===== config.mk =====
export PLATFORM = sky130hd
export DESIGN_NAME = dma_chan_engine
export DESIGN_NICKNAME = d
export VERILOG_FILES = /design/src/rtl/dma_chan_pkg.sv /design/src/rtl/dma_chan_ctrl.sv /design/src/rtl/dma_chan_dpath.sv /design/src/rtl/dma_chan_engine.sv
export SDC_FILE = /design/constraint.sdc
export NUM_CORES = 1
export LEC_CHECK = 0
export BUFFER_PORTS_ARGS = -buffer_cell sky130_fd_sc_hd__clkbuf_2
export CAP_MARGIN = 5
export CORE_ASPECT_RATIO = 0.8
export CORE_UTILIZATION = 25
export DETAILED_ROUTE_END_ITERATION = 10
export PLACE_DENSITY = 0.38
export SETUP_SLACK_MARGIN = 0.5
export SYNTH_ARGS = -nofsm -noshare
export SYNTH_HDL_FRONTEND = slang
export SYNTH_SLANG_ARGS = --single-unit

===== constraint.sdc =====
create_clock -name clk -period 2.5 [get_ports clk]
set_input_delay 0.125 -clock clk [delete_from_list [all_inputs] [get_ports clk]]
set_output_delay 0.125 -clock clk [all_outputs]
set_load 0.02 [all_outputs]

===== src/rtl/dma_chan_pkg.sv =====
package dma_chan_pkg;

  typedef enum logic [1:0] {
    CMD_IDLE  = 2'b00,
    CMD_FLUSH = 2'b01,
    CMD_ABORT = 2'b10,
    CMD_START = 2'b11
  } cmdOp_e;

  typedef enum logic [2:0] {
    ST_REST,
    ST_RUN,
    ST_FLUSH,
    ST_HALT,
    ST_PARK
  } engState_e;

  typedef struct packed {
    logic loadWork;
    logic stepWork;
    logic latchData;
  } dpStrobe_t;

  localparam logic [2:0] IDX_CMD      = 3'd0;
  localparam logic [2:0] IDX_SCOUNT   = 3'd1;
  localparam logic [2:0] IDX_SADDR    = 3'd2;
  localparam logic [2:0] IDX_WCOUNT   = 3'd3;
  localparam logic [2:0] IDX_WADDR    = 3'd4;
  localparam logic [2:0] IDX_STATUS   = 3'd5;
  localparam logic [2:0] IDX_DESC     = 3'd6;
  localparam logic [2:0] IDX_WDESC    = 3'd7;

  localparam int DIR_BIT = 7;

endpackage


===== src/rtl/dma_chan_ctrl.sv =====
module dma_chan_ctrl
  import dma_chan_pkg::*;
#(
  parameter int FIFO_LVL_W = 5
) (
  input  logic                  clk,
  input  logic                  rstN,
  input  logic                  cmdWr,
  input  cmdOp_e                cmdOp,
  input  logic                  dirWrite,
  input  logic                  memAck,
  input  logic                  memErr,
  input  logic [FIFO_LVL_W-1:0] fifoLevel,
  input  logic                  fifoFull,
  input  logic                  cntZero,
  input  logic                  scsiIntIn,
  output dpStrobe_t             strobe,
  output logic                  memReq,
  output logic                  memWe,
  output logic                  fifoPop,
  output logic                  fifoPush,
  output logic [7:0]            statusVec,
  output logic                  irq
);

  engState_e state;
  logic errSt, abortSt, doneSt, flushSt, scsiSt;
  logic ackGood, moving, fifoHasData, wrIssue, rdIssue;

  assign ackGood     = memReq && memAck && !memErr;
  assign moving      = (state == ST_RUN) || (state == ST_FLUSH);
  assign fifoHasData = (fifoLevel != '0);

  assign wrIssue = !cmdWr && !memReq && fifoHasData &&
                   (((state == ST_RUN) && !cntZero && dirWrite) || (state == ST_FLUSH));
  assign rdIssue = !cmdWr && !memReq && (state == ST_RUN) && !cntZero &&
                   !dirWrite && !fifoFull;

  assign fifoPop  = wrIssue;
  assign fifoPush = (state == ST_RUN) && ackGood && !memWe && !cmdWr;

  assign strobe.loadWork  = cmdWr && (cmdOp == CMD_START);
  assign strobe.stepWork  = moving && ackGood && !cmdWr;
  assign strobe.latchData = wrIssue;

  assign statusVec = {2'b00, flushSt, scsiSt, doneSt, abortSt, errSt, 1'b0};
  assign irq       = errSt | abortSt | doneSt | scsiSt;

  always_ff @(posedge clk) begin
    if (!rstN) begin
      state   <= ST_REST;
      memReq  <= 1'b0;
      memWe   <= 1'b0;
      errSt   <= 1'b0;
      abortSt <= 1'b0;
      doneSt  <= 1'b0;
      flushSt <= 1'b0;
      scsiSt  <= 1'b0;
    end else begin
      scsiSt <= scsiIntIn;
      if (cmdWr) begin
        case (cmdOp)
          CMD_IDLE: begin
            state   <= ST_REST;
            memReq  <= 1'b0;
            errSt   <= 1'b0;
            abortSt <= 1'b0;
            doneSt  <= 1'b0;
            flushSt <= 1'b0;
          end
          CMD_START: begin
            state   <= ST_RUN;
            memReq  <= 1'b0;
            doneSt  <= 1'b0;
            flushSt <= 1'b0;
          end
          CMD_FLUSH: begin
            state   <= ST_FLUSH;
            memReq  <= 1'b0;
            flushSt <= 1'b0;
          end
          CMD_ABORT: begin
            if (state != ST_REST) begin
              state   <= ST_PARK;
              memReq  <= 1'b0;
              abortSt <= 1'b1;
            end
          end
          default: ;
        endcase
      end else if (memReq && memAck) begin
        memReq <= 1'b0;
        if (memErr) begin
          errSt <= 1'b1;
          state <= ST_HALT;
        end
      end else if (wrIssue) begin
        memReq <= 1'b1;
        memWe  <= 1'b1;
      end else if (rdIssue) begin
        memReq <= 1'b1;
        memWe  <= 1'b0;
      end else if ((state == ST_RUN) && !memReq && cntZero) begin
        doneSt <= 1'b1;
        state  <= ST_REST;
      end else if ((state == ST_FLUSH) && !memReq && !fifoHasData) begin
        flushSt <= 1'b1;
        state   <= ST_REST;
      end
    end
  end

endmodule


===== src/rtl/dma_chan_dpath.sv =====
module dma_chan_dpath
  import dma_chan_pkg::*;
#(
  parameter int ADDR_W = 32,
  parameter int CNT_W  = 24,
  parameter int REG_W  = 32
) (
  input  logic              clk,
  input  logic              rstN,
  input  logic              regWe,
  input  logic [2:0]        regIdx,
  input  logic [REG_W-1:0]  regWdata,
  input  dpStrobe_t         strobe,
  input  logic [7:0]        fifoRdata,
  input  logic [7:0]        statusVec,
  output logic              dirWrite,
  output logic [ADDR_W-1:0] memAddr,
  output logic [7:0]        memWdata,
  output logic              cntZero,
  output logic [REG_W-1:0]  regRdata
);

  logic [7:0]        cmdReg;
  logic [CNT_W-1:0]  startCnt, workCnt;
  logic [ADDR_W-1:0] startAddr, workAddr, descAddr, workDesc;
  logic [7:0]        dataLatch;

  assign dirWrite = cmdReg[DIR_BIT];
  assign memAddr  = workAddr;
  assign memWdata = dataLatch;
  assign cntZero  = (workCnt == '0);

  always_ff @(posedge clk) begin
    if (!rstN) begin
      cmdReg    <= '0;
      startCnt  <= '0;
      startAddr <= '0;
      descAddr  <= '0;
    end else if (regWe) begin
      case (regIdx)
        IDX_CMD:    cmdReg    <= regWdata[7:0];
        IDX_SCOUNT: startCnt  <= regWdata[CNT_W-1:0];
        IDX_SADDR:  startAddr <= regWdata[ADDR_W-1:0];
        IDX_DESC:   descAddr  <= regWdata[ADDR_W-1:0];
        default: ;
      endcase
    end
  end

  always_ff @(posedge clk) begin
    if (!rstN) begin
      workCnt  <= '0;
      workAddr <= '0;
      workDesc <= '0;
    end else if (strobe.loadWork) begin
      workCnt  <= startCnt;
      workAddr <= startAddr;
      workDesc <= descAddr;
    end else if (strobe.stepWork) begin
      workAddr <= workAddr + ADDR_W'(1);
      if (!cntZero) workCnt <= workCnt - CNT_W'(1);
    end
  end

  always_ff @(posedge clk) begin
    if (!rstN)                 dataLatch <= '0;
    else if (strobe.latchData) dataLatch <= fifoRdata;
  end

  always_comb begin
    case (regIdx)
      IDX_CMD:    regRdata = REG_W'(cmdReg);
      IDX_SCOUNT: regRdata = REG_W'(startCnt);
      IDX_SADDR:  regRdata = REG_W'(startAddr);
      IDX_WCOUNT: regRdata = REG_W'(workCnt);
      IDX_WADDR:  regRdata = REG_W'(workAddr);
      IDX_STATUS: regRdata = REG_W'(statusVec);
      IDX_DESC:   regRdata = REG_W'(descAddr);
      default:    regRdata = REG_W'(workDesc);
    endcase
  end

endmodule


===== src/rtl/dma_chan_engine.sv =====
module dma_chan_engine
  import dma_chan_pkg::*;
#(
  parameter int ADDR_W     = 32,
  parameter int CNT_W      = 24,
  parameter int FIFO_LVL_W = 5
) (
  input  logic                  clk,
  input  logic                  rstN,
  input  logic                  regWe,
  input  logic [2:0]            regIdx,
  input  logic [31:0]           regWdata,
  output logic [31:0]           regRdata,
  output logic                  memReq,
  output logic                  memWe,
  output logic [ADDR_W-1:0]     memAddr,
  output logic [7:0]            memWdata,
  input  logic [7:0]            memRdata,
  input  logic                  memAck,
  input  logic                  memErr,
  input  logic [7:0]            fifoRdata,
  input  logic [FIFO_LVL_W-1:0] fifoLevel,
  output logic                  fifoPop,
  input  logic                  fifoFull,
  output logic                  fifoPush,
  output logic [7:0]            fifoWdata,
  input  logic                  scsiIntIn,
  output logic                  irq
);

  dpStrobe_t  strobe;
  logic       cmdWr, dirWrite, cntZero;
  logic [7:0] statusVec;

  assign cmdWr     = regWe && (regIdx == IDX_CMD);
  assign fifoWdata = memRdata;

  dma_chan_ctrl #(.FIFO_LVL_W(FIFO_LVL_W)) ctrl_i (
    .clk      (clk),
    .rstN     (rstN),
    .cmdWr    (cmdWr),
    .cmdOp    (cmdOp_e'(regWdata[1:0])),
    .dirWrite (dirWrite),
    .memAck   (memAck),
    .memErr   (memErr),
    .fifoLevel(fifoLevel),
    .fifoFull (fifoFull),
    .cntZero  (cntZero),
    .scsiIntIn(scsiIntIn),
    .strobe   (strobe),
    .memReq   (memReq),
    .memWe    (memWe),
    .fifoPop  (fifoPop),
    .fifoPush (fifoPush),
    .statusVec(statusVec),
    .irq      (irq)
  );

  dma_chan_dpath #(.ADDR_W(ADDR_W), .CNT_W(CNT_W), .REG_W(32)) dpath_i (
    .clk      (clk),
    .rstN     (rstN),
    .regWe    (regWe),
    .regIdx   (regIdx),
    .regWdata (regWdata),
    .strobe   (strobe),
    .fifoRdata(fifoRdata),
    .statusVec(statusVec),
    .dirWrite (dirWrite),
    .memAddr  (memAddr),
    .memWdata (memWdata),
    .cntZero  (cntZero),
    .regRdata (regRdata)
  );

endmodule


==> Implementation_results.wiki <==
{| class="wikitable"
! Metric !! Value
|-
| Result of the run || finished, final reports clean
|-
| Max Slew Vio Count || 0
|-
| Data arrival time of the critical path || 2.17 ns
|-
| Number of synthesis warnings || 0
|-
| Clock buffer depth || 3
|-
| Final setup TNS || 0 ns
|-
| Total power consumption of the routed design || 8630 uW
|-
| Type of destination of the critical path || output pin
|-
| Post-Synthesis Cell Area || between 0.01 and 0.015 sq mm
|-
| H-tree depth reported by CTS || 1
|-
| Root buffer cell || clkbuf_16
|-
| Area growth, synth to finish || 41.8%
|-
| Maximum frequency from static timing analysis || 435 MHz
|-
| Mean routed wirelength per cell || about 21 um
|-
| Critical path's most frequent cell || buf_4
|-
| Area of the core || approximately 0.040 sq mm
|-
| Flip-flop and latch count after synthesis || 202
|-
| Switching power of the nets || ~2300 uW
|-
| Vertical die dimension || around 180 um
|-
| Post-synthesis net count || about 1400
|-
| Maximum Capacitance Violations || 0
|-
| Post-route DRC violation count || 0
|-
| Number of buffers inserted during clock tree synthesis || 25
|-
| Category of the critical setup timing path || reg -> out
|-
| Total number of clock tree sinks || 202
|-
| Post-layout minimum cycle time || 2.30 ns
|-
| Horiz. Die Dim || 226 um
|-
| Transition time at the pin with the least slew margin || between 0.5 and 0.6 ns
|-
| Number of fill cells || 4206
|-
| Power density over cell area || 606 mW/mm^2
|-
| Post-detailed-placement half-perimeter wirelength || 29.4 mm
|-
| Main synth FF type || dfxtp_1
|-
| GPL Wtd Cong || 0.807
|-
| RSZ-0062 raised after global routing || yes
|-
| Effective utilization at floorplan || 0.254
|-
| Final Hold Vio Count || 0
|-
| Post-synthesis cell type count || 58
|-
| Fin nets || 1618
|-
| Slowest stage delay, CP || roughly 0.36 ns
|-
| Overall track demand over capacity in global routing || 0.213
|-
| Number of design-rule violations left by the first detailed-router iteration || 750
|-
| Number of ports placed on the die boundary || between 100 and 150
|-
| Leakage power || 0.00541 uW
|-
| Number of synthesized flops with an enable pin || 0
|-
| CP max FO || 4
|-
| Wire length of the first global-routing pass || 65.9 mm
|-
| Worst path cell trace || nor4_4 -> buf_4 -> nand3_4 -> buf_6 -> o211ai_1 -> a21oi_2 -> buf_4 -> buf_8
|-
| Clock latency reported for the late side of the worst-skew pair || 0.55 ns
|-
| Cell with the largest stage delay on the worst path || dfxtp_4
|-
| CTS tree || yes
|-
| Combinational power share || 0.133
|-
| Via density per instance || 5.13
|-
| Fraction of power spent switching nets || 0.266
|-
| Rows || 65
|-
| Asr flop ratio synth || 0
|-
| Worst-case vdd ir drop || 0.435 mV
|-
| Proportion of synthesized chip area in sequential cells || 0.402
|-
| First drt pass iteration count || 5
|-
| Fraction of layout cells with a size suffix above 1 || 0.285
|-
| Count of antenna-violating nets left after detailed routing || 0
|-
| Share of total power in sequential cells || 0.392
|-
| Final critical-path share of the clock period || 0.919
|-
| Post-route clock skew || 0.0223 ns
|-
| Power share of the clock group || 0.475
|-
| Number of antenna cells inserted || 0
|-
| # placed instances || 1948
|-
| Number of global-route vias before repair || 10239
|-
| Setup-violating endpoint count in the final report || 0
|-
| Worst slew slack as a fraction of its limit || 0.609
|-
| Count of buffers inserted at the top-level ports || 131
|-
| Clk slew on worst S/H paths || around 0.07 ns
|-
| Via Count || 10779
|-
| Final standard cell utilization of the core || 0.360
|-
| Final Routed Wirelength || 44.7 mm
|-
| Worst path required time || 2.38 ns
|-
| Cells after synthesis || about 1300
|-
| Final hold slack || about 0.014 ns
|-
| Startpoint types || flip-flop
|-
| Total die area || 0.0410 sq mm
|-
| Initial antenna violation count || 0
|-
| Grt ovf || 0
|-
| Hold WC Path Type || in -> reg
|-
| Internal power contribution || between 6000 and 7000 uW
|-
| Synthesized area per cell || 7.64 sq um
|-
| Post-route non-filler standard cell count || 2102
|-
| Pin count of the biggest net entering global routing || 60
|}
## path summary, 6_finish.rpt
check / from / endpoint / slack, ns / cells after the start
setup / recovery: dpath_i.workCnt[6]$_SDFFE_PN0P_ / fifoPop / 0.20 / 8
hold / removal: regWdata[1] / dpath_i.startCnt[1]$_SDFFE_PN0P_ / 0.01 / 3
setup reg to reg: dpath_i.workCnt[6]$_SDFFE_PN0P_ / dpath_i.workCnt[4]$_SDFFE_PN0P_ / 0.24 / 12
hold reg to reg: dpath_i.memWdata[6]$_SDFFE_PN0P_ / dpath_i.memWdata[6]$_SDFFE_PN0P_ / 0.46 / 2
## final cells by class
class / instances / area (sq um) / share of cell area
well taps: 536 / 671 / 0.0471
repair buffers: 319 / 2490 / 0.175
flip-flops and latches: 202 / 4110 / 0.289
inverters: 14 / 57.6 / 0.00404
multi-input cells: 985 / 6000 / 0.421
clock inverters: 11 / 184 / 0.0129
clock buffers: 35 / 733 / 0.0515
## synthesized netlist by cell type, types with 17 or more instances
library cell / n / share of area
dfxtp_1: 202 / 0.40
or3_1: 21 / 0.013
o21ai_0: 42 / 0.021
a22oi_1: 30 / 0.022
nor2_1: 67 / 0.025
nand4_1: 19 / 0.012
a31oi_1: 23 / 0.014
clkbuf_1: 85 / 0.032
mux2_2: 17 / 0.019
nand2_1: 330 / 0.12
a221oi_1: 20 / 0.017
nand3_1: 25 / 0.012
a21oi_1: 182 / 0.091
## kinds of logic (layout without fill, tap and decap cells)
kind of cell	after synthesis	in the layout	synth area share
flops	202	202	0.402
xor+xnor	14	14	0.0122
buf+inv	129	379	0.0533
simple gates	534	534	0.239
fa+ha+maj	8	8	0.00996
mux	34	34	0.0385
compound gates	395	395	0.245
## power by group through the flow
stage / clock (uW) / sequential [uW] / combinational (uW)
after floorplan: 0 / 3460 / 506
after CTS: 4200 / 3380 / 1070
after global placement: 0 / 3450 / 916
after detailed placement: 0 / 3450 / 910
after global routing: 4320 / 3390 / 1220
final: 4100 / 3380 / 1150
## cell usage in the layout (no fill, tap or decap), types with 8 or more instances in the layout
cell type and count:
a31oi_1 22, buf_12 11, dfxtp_4 13, xor2_1 12, o211ai_1 12, a22o_1 8
dlygate4sd3_1 42, o22ai_1 8, nor2_1 66, a21oi_1 180, buf_6 32, o21a_1 11
nand4_1 19, inv_1 9, nand3_1 22, dfxtp_1 174, clkbuf_16 25, and2_1 9
nand2_1 327, o21ai_0 35, a22oi_1 29, mux2i_1 15, dfxtp_2 15, a221oi_1 9
or3_1 17, and3_1 9, clkbuf_8 9, buf_4 107, clkbuf_2 123, mux2_2 12
a221oi_2 10
## registers in the layout, indices dropped and copies added (netlist names), 3 cells and up
register	cells
dpath_i.descAddr	32
dpath_i.memAddr	32
dpath_i.startAddr	32
dpath_i.workDesc	32
dpath_i.startCnt	24
dpath_i.workCnt	24
dpath_i.cmdReg	8
dpath_i.memWdata	8
ctrl_i.state	3
## layer usage
layer | routed length (um) | vias up | GRT usage
li1 | - | 5165 | -
met1 | 22800 | 5269 | 0.324
met2 | 19100 | 303 | 0.316
met3 | 2030 | 42 | 0.0255
met4 | 749 | 0 | 0.0441
met5 | 0 | - | 0
## per-stage QoR
step                      worst slack, ns  area (sq um)
after global placement             0.0520         11600
after floorplan                     0.444         10100
after CTS                           0.163         13700
after detailed placement            0.178         11700
final                               0.203         14200
after global routing                0.126         14200
## repair_timing
item                                    CTS  global route
hold buffers                             42             0
buffers inserted                         38            24
endpoints found under the setup margin   77            81
pin swaps                                20            47
hold endpoints to repair                103             0
gates cloned                              2             2
resized for setup                       100            94
## worst max-delay path: cells and delay by family (launching register included)
family	cells	cell delay [ns]
buffers and inverters	4	0.57
DFF	1	0.36
and+or+nand+nor	2	0.33
AOI/OAI and AO/OA	2	0.33
(Power assumes the default switching activity.)
